==> src/rtl/cc_pkg.sv <==
package cc_pkg;
  localparam int unsigned OP_W   = 2;
  localparam int unsigned COND_W = 4;
  localparam int unsigned NCOND  = 1 << COND_W;

  typedef enum logic [OP_W-1:0] {
    OP_ARITH = 2'd0,
    OP_EXT   = 2'd1,
    OP_MOVE  = 2'd2,
    OP_CMP   = 2'd3
  } op_e;

  typedef struct packed {
    logic n;
    logic z;
    logic v;
    logic c;
    logic x;
  } ccr_t;
endpackage

==> src/rtl/cc_flag_reg.sv <==
module cc_flag_reg
  import cc_pkg::*;
(
  input  logic            clk_i,
  input  logic            rst_ni,
  input  logic            valid_i,
  input  logic [OP_W-1:0] op_i,
  input  logic            alu_n_i,
  input  logic            alu_z_i,
  input  logic            alu_v_i,
  input  logic            alu_c_i,
  output ccr_t            ccr_o
);
  ccr_t cur_q, nxt;

  always_comb begin
    nxt = cur_q;
    if (valid_i) begin
      unique case (op_e'(op_i))
        OP_ARITH: nxt = '{n: alu_n_i, z: alu_z_i, v: alu_v_i, c: alu_c_i, x: alu_c_i};
        // zero is sticky-clear across a multiword chain
        OP_EXT:   nxt = '{n: alu_n_i, z: cur_q.z & alu_z_i, v: alu_v_i, c: alu_c_i, x: alu_c_i};
        OP_MOVE:  nxt = '{n: alu_n_i, z: alu_z_i, v: 1'b0, c: 1'b0, x: cur_q.x};
        OP_CMP:   nxt = '{n: alu_n_i, z: alu_z_i, v: alu_v_i, c: alu_c_i, x: cur_q.x};
        default:  nxt = cur_q;
      endcase
    end
  end

  always_ff @(posedge clk_i or negedge rst_ni) begin
    if (!rst_ni) cur_q <= '0;
    else         cur_q <= nxt;
  end

  assign ccr_o = cur_q;
endmodule

==> src/rtl/cc_cond_eval.sv <==
module cc_cond_eval
  import cc_pkg::*;
(
  input  ccr_t              ccr_i,
  input  logic [COND_W-1:0] cond_i,
  output logic              take_o
);
  localparam int unsigned NPAIR = NCOND / 2;

  logic [NPAIR-1:0] base;
  logic             sgn_ge;

  assign sgn_ge = ~(ccr_i.n ^ ccr_i.v);

  // even code of each pair; odd code is its complement
  always_comb begin
    base[0] = 1'b1;
    base[1] = ~ccr_i.c & ~ccr_i.z;
    base[2] = ~ccr_i.c;
    base[3] = ~ccr_i.z;
    base[4] = ~ccr_i.v;
    base[5] = ~ccr_i.n;
    base[6] = sgn_ge;
    base[7] = sgn_ge & ~ccr_i.z;
  end

  assign take_o = base[cond_i[COND_W-1:1]] ^ cond_i[0];
endmodule

==> src/rtl/cc_unit.sv <==
module cc_unit
  import cc_pkg::*;
(
  input  logic              clk_i,
  input  logic              rst_ni,
  input  logic              valid_i,
  input  logic [OP_W-1:0]   op_i,
  input  logic              alu_n_i,
  input  logic              alu_z_i,
  input  logic              alu_v_i,
  input  logic              alu_c_i,
  input  logic [COND_W-1:0] cond_i,
  output logic              flag_n_o,
  output logic              flag_z_o,
  output logic              flag_v_o,
  output logic              flag_c_o,
  output logic              flag_x_o,
  output logic              carry_in_o,
  output logic              take_o
);
  ccr_t ccr;

  cc_flag_reg u_reg (
    .clk_i   (clk_i),
    .rst_ni  (rst_ni),
    .valid_i (valid_i),
    .op_i    (op_i),
    .alu_n_i (alu_n_i),
    .alu_z_i (alu_z_i),
    .alu_v_i (alu_v_i),
    .alu_c_i (alu_c_i),
    .ccr_o   (ccr)
  );

  cc_cond_eval u_eval (
    .ccr_i  (ccr),
    .cond_i (cond_i),
    .take_o (take_o)
  );

  assign flag_n_o   = ccr.n;
  assign flag_z_o   = ccr.z;
  assign flag_v_o   = ccr.v;
  assign flag_c_o   = ccr.c;
  assign flag_x_o   = ccr.x;
  assign carry_in_o = ccr.x;
endmodule

==> config.mk <==
export PLATFORM = sky130hd
export DESIGN_NAME = cc_unit
export DESIGN_NICKNAME = d
export VERILOG_FILES = /design/src/rtl/cc_pkg.sv /design/src/rtl/cc_flag_reg.sv /design/src/rtl/cc_cond_eval.sv /design/src/rtl/cc_unit.sv
export SDC_FILE = /design/constraint.sdc
export NUM_CORES = 1
export LEC_CHECK = 0
export BUFFER_PORTS_ARGS = -buffer_cell sky130_fd_sc_hd__buf_2
export CAP_MARGIN = 15
export CORE_AREA = 2 2 39 41
export DETAILED_ROUTE_END_ITERATION = 8
export DIE_AREA = 0 0 41 43
export GPL_ROUTABILITY_DRIVEN = 1
export GPL_TIMING_DRIVEN = 0
export SYNTH_ARGS = -nofsm -noshare
export SYNTH_HDL_FRONTEND = slang
export SYNTH_SLANG_ARGS = --single-unit
==> constraint.sdc <==
create_clock -name clk_i -period 1.4 [get_ports clk_i]
set_input_delay 0.28 -clock clk_i [delete_from_list [all_inputs] [get_ports clk_i]]
set_output_delay 0.28 -clock clk_i [all_outputs]
set_load 0.1 [all_outputs]
-- After elaboration in Yosys (flattened, before gate mapping)
Index checks and enable logic that the tools add are counted.
- $add $sub $neg: 0
- multiply operators: 0
- divide/modulo/power cells: 0
- magnitude comparators: 1
- equal/unequal tests: 3
- shift operators: 0
- muxes and demuxes: 3
- bitwise gates (word level): 12
- reduce and logical (&&, ||, !) cells: 2
- operators by type and width (operator ; number):
    one-hot mux 5 bit (4 select lines) ; 1
    inverter 1 bit ; 7
    equality test 2 bit, second input constant ; 2
    less-than comparator 3 x 4 -> 1 bit, second input constant ; 1
    AND 1 bit ; 3
    binary-select mux 1 bit (select 3 bit) ; 1
    AND reduction 3 bit ; 1
    equality test 2 x 1 -> 1 bit, second input constant ; 1
    logical NOT 2 bit ; 1
    bitwise XOR 1 bit ; 2
    2-to-1 mux 1 bit ; 1
- flip-flop bits (word level): 5
- bits in latches: 0
- RAM bits: 0
- ROM bits: 0
- input port bits: 13
- output and inout bits: 7
- logic and storage cells: 26
- memories kept: 0

-- Longest topological paths before layout
- word-level depth: 6
- mapped depth: 4
- gate-level depth less buffers: 4

-- Modules after synthesis
A second synthesis with hierarchy kept.
- cells, all modules: 28
- area, all modules: 289.0 um^2
- modules (own cells, without submodules) (module ; times used ; cells each ; area each (um^2) ; sequential area each (um^2)):
    cc_flag_reg ; 1 ; 19 ; 214.0 ; 125.1
    cc_cond_eval ; 1 ; 8 ; 67.6 ; 0.0
    cc_unit ; 1 ; 1 ; 7.5 ; 0.0

-- Worst setup path before layout
No wires, ideal clock.
- path type: reg2out
- start: reg u_reg.cur_q, in the netlist u_reg.ccr_o[3]
- end: out take_o
- arrival: 3109 ps
- required time: 1120 ps
- setup slack: -1989 ps
- cell stages (with the launch flop): 5
- buffers on the path: 0
- cell sequence: dfrtp_1 > mux2_1 > a221oi_1 > a21oi_1 > xnor2_1
- word-level cells in the longest chain between the ends: 5
- elaborated cells between the ends (all ways): 6
- those cells by class: mux: 2; bitwise: 4
- ends and longest elaborated chain (item ; RTL line ; text):
    start, declared ; cc_flag_reg.sv:14 ; ccr_t cur_q, nxt;
    start signal, assigned ; cc_flag_reg.sv:32 ; else cur_q <= nxt;
    inverter 1 bit * ; cc_cond_eval.sv:18, cc_cond_eval.sv:20, cc_cond_eval.sv:24 ;
    AND 1 bit, on equally long branches ; cc_cond_eval.sv:18, cc_cond_eval.sv:24 ;
    binary-select mux 1 bit (select 3 bit) * ; cc_cond_eval.sv:27 ; assign take_o = base[cond_i[COND_W-1:1]] ^ cond_i[0];
    2-to-1 mux 1 bit (implied by the code) * ; cc_cond_eval.sv:27 ;
    bitwise XOR 1 bit * ; cc_cond_eval.sv:27 ;
    end, declared ; cc_unit.sv:19 ; output logic take_o
Mark *: on every way between the ends. The rest lies on a longest branch, timed or not. The select of a mux whose other input is x is not followed.

-- Final worst setup path
- start: reg u_reg.cur_q, in the netlist u_reg.ccr_o[4]
- end: out take_o
- word-level cells in the longest chain between the ends: 6
- elaborated cells between the ends (all ways): 7
- those cells by class: mux: 2; bitwise: 5
- ends and longest elaborated chain (item ; RTL line ; text):
    bitwise XOR 1 bit ; cc_cond_eval.sv:13 ; assign sgn_ge = ~(ccr_i.n ^ ccr_i.v);
    inverter 1 bit ; cc_cond_eval.sv:13 ;
    AND 1 bit ; cc_cond_eval.sv:24 ; base[7] = sgn_ge & ~ccr_i.z;
    binary-select mux 1 bit (select 3 bit) * ; cc_cond_eval.sv:27 ;
    2-to-1 mux 1 bit (implied by the code) * ; cc_cond_eval.sv:27 ;
    bitwise XOR 1 bit * ; cc_cond_eval.sv:27 ;
Marked as above.

==> impl_results.md <==
- Outcome: complete, but fails checks
- Failing checks: setup timing
- Register area share after synthesis: 43.7%
- Post-CTS Setup Bufs: 0
- Filler cells: 144
- CP max FO: 4
- Synth Net Count: 42
- Footprint of the multi-input gates: 171 sq um
- CTS tree: built
- Cells after Synth: 29
- Fin cells: 68
- CP peak stage delay: 0.48 ns
- Fin util: 35.9%
- Starting DRT DRC Count: 3
- Power per Cell Area: 1400 nW/um^2
- CP Cell Sequence: mux2_4, a221oi_2, a21oi_2, xnor2_4, buf_12
- H-tree levels: 1
- Fmax: 494 MHz
- CP arrival: 1.75 ns
- Slew @ Worst Pin: 0.483 ns
- Combinational fraction of design power: 50.1%
- Worst slew margin: 68.0%
- CTS root buffer: clkbuf_4
- Die height: 43 microns
- Synthesis warning total: 0
- I/O Buffers: 18
- Mapped Area: 287 sq um
- Wire per inst: 9.37 microns
- Post-Synth Simple-Gate Area: 11.8%
- Tightest Hold Check Type: input pin to register
- Clk buf depth: 2
- Power Total: 0.698 mW
- Initial antenna violation count: 0
- Switch share: 46.1%
- Final Hold Fails: 0
- Area Growth Syn to Fin: 73.4%
- Critical-path top delay cell: dfrtp_4
- CP Capture Type: output port
- Detailed placement HPWL: 536 microns
- Crit path launch: u_reg.ccr_o[4]$_DFFE_PN0P_
- Clock skew: 0 ns
- Tot GR Track Use: 8.88%
- Pleak: 0.230 nW
- Final setup violation count: 1
- Register Area: 136 sq um
- Max FFs per register: 5
- # Max-Cap Violations: 0
- R2r startpoint: u_reg.ccr_o[4]$_DFFE_PN0P_
- Core area: 1380 sq um
- CP Class: register to output port
- Clk pwr share: 23.8%
- Net switching power: 0.321 mW
- Drt first pass iters: 2
- Largest family of logic cells by synthesized area: compound AO/OA/AOI/OAI gates
- Synth Area per Inst: 9.88 sq um
- Tmin final: 2.03 ns
- CTS Buf Count: 3
- Share of layout cells above drive strength 1: 63.5%
- Number of antenna diodes: 0
- Post-Synth Adder-Cell Area: 0%
- Post-synthesis compound-gate area fraction: 15.7%
- Top-Level Pins: 20
- Reg power frac: 26.1%
- Vias in the first global route: 266
- Slew Viols, Final: 0
- Sink Count: 5
- DIE WIDTH: 41 microns
- Worst hold start: alu_z_i
- Setup tns final: -0.626 ns
- GRT overflow: 0
- First-pass GRT wire length: 966 microns
- Remaining antenna violation count: 0
- Post-Synth XOR/XNOR Area: 9.17%
- Rows: 14
- CTS clk-pin slew, worst paths: 0.04 ns
- # DRC: 0
- Die area: 1760 sq um
- RSZ-0062 raised after global routing: true
- Largest net degree at the start of global routing: 9
- Dpl ws: -0.594 ns
- Placed cells: 63
- Worst-skew pair later-pin latency: 0.24 ns
- RePlAce Congestion: 0.659
- Post-synthesis sequential element count: 5
- CP required: 1.12 ns
- Via density per instance: 4.18
- Final worst setup slack: -0.626 ns
- Final nets: 66
- Routed vias: 284
- Final period utilization: 145%
- Routed WL: 637 microns
- Peak VDD IR: 0.000492 V
- CP Launch Type: register
- Mux cell area share after synthesis: 11.8%
- Initial core utilization: 20.7%
- Internal Power: 0.376 mW
- Yosys cell types: 15
[logic make-up after synthesis]
logic type,count (synthesis)
AOI/OAI and AO/OA,7
xor gates and xnor gates,3
buffers and inverters,5
DFF,5
muxes,3
and+or+nand+nor,6
[final cells by class]
| cell class | count | area share, % |
|---|---|---|
| Multi-Input combinational cell | 19 | 34.5 |
| Tap cell | 16 | 4.03 |
| Sequential cell | 5 | 27.5 |
| Buffer | 2 | 2.27 |
| Timing Repair Buffer | 19 | 24.2 |
| Inverter | 3 | 2.27 |
| Clock buffer | 4 | 5.29 |
[power groups by stage]
stage               logic, mW  clock network (mW)  registers [mW]
floorplan               0.151                   0           0.300
global placement        0.323                   0           0.184
detailed placement      0.325                   0           0.184
CTS                     0.349               0.174           0.182
global route            0.365               0.184           0.184
finish                  0.350               0.166           0.182
[worst max-delay path, delay by kind of cell (launching register included)]
kind,cells,cell delay [ns]
AOI/OAI and AO/OA,2,0.39
xor gates and xnor gates,1,0.17
buffers and inverters,1,0.19
DFF,1,0.48
muxes,1,0.28
[what timing repair did]
item                                    in CTS  in global routing
pin swaps                                    3                  1
hold endpoints to repair                     5                  0
hold buffers                                 1                  0
endpoints found under the setup margin       1                  3
cloned                                       0                  0
gates resized for setup                      4                  2
[cell usage after synthesis]
master,n,share of area [%]
mux2_2,2,7.9
dfrtp_1,5,44
a221oi_1,2,6.1
nor2b_1,1,2.2
mux2_1,1,3.9
o22ai_1,2,4.4
inv_1,3,3.9
nand2b_1,2,4.4
xor2_1,2,6.1
buf_4,1,2.6
nand2_1,2,2.6
xnor2_1,1,3.1
nor3b_1,1,2.6
a21oi_1,3,5.2
clkbuf_1,1,1.3
[cells in the final DEF, fill, tap and decap left out]
cell and instances:
xnor2_4 1, mux2_2 2, nand2_1 2, clkbuf_4 5, a21oi_1 2, buf_12 1, o22ai_1 2, nor3b_1 1
dlygate4sd3_1 1, mux2_4 1, a21oi_2 1, dfrtp_4 2, clkbuf_1 2, nor2b_1 1, nand2b_1 2, buf_4 1
dfrtp_2 3, inv_1 3, xor2_1 2, buf_2 15, a221oi_1 1, a221oi_2 1
[path summary, 6_finish.rpt]
check | to | cells past startpoint | slack (ns)
max reg2reg | u_reg.ccr_o[4]$_DFFE_PN0P_ | 1 | 0.54
min in group asynchronous | u_reg.ccr_o[4]$_DFFE_PN0P_ | 2 | 0.38
max | take_o | 5 | -0.63
min | u_reg.ccr_o[3]$_DFFE_PN0P_ | 3 | 0.26
min reg2reg | u_reg.ccr_o[0]$_DFFE_PN0P_ | 1 | 0.53
max in group asynchronous | u_reg.ccr_o[3]$_DFFE_PN0P_ | 2 | 0.87
[through the flow]
| stage | hold slack (ns) | area [sq um] |
|---|---|---|
| after floorplan | -0.0156 | 330 |
| after global placement | 0.100 | 440 |
| after detailed placement | 0.103 | 440 |
| after CTS | 0.255 | 492 |
| after global routing | 0.271 | 497 |
| final | 0.262 | 497 |
[metal layers]
layer | up-vias | global-route usage, % | part of all wire [%]
met2 | 14 | 12.8 | 46
met5 | - | 0 | 0
met4 | 0 | 8.00 | 0.78
met1 | 123 | 8.17 | 42
met3 | 2 | 5.24 | 11
li1 | 145 | - | -
(Power assumes the default switching activity.)
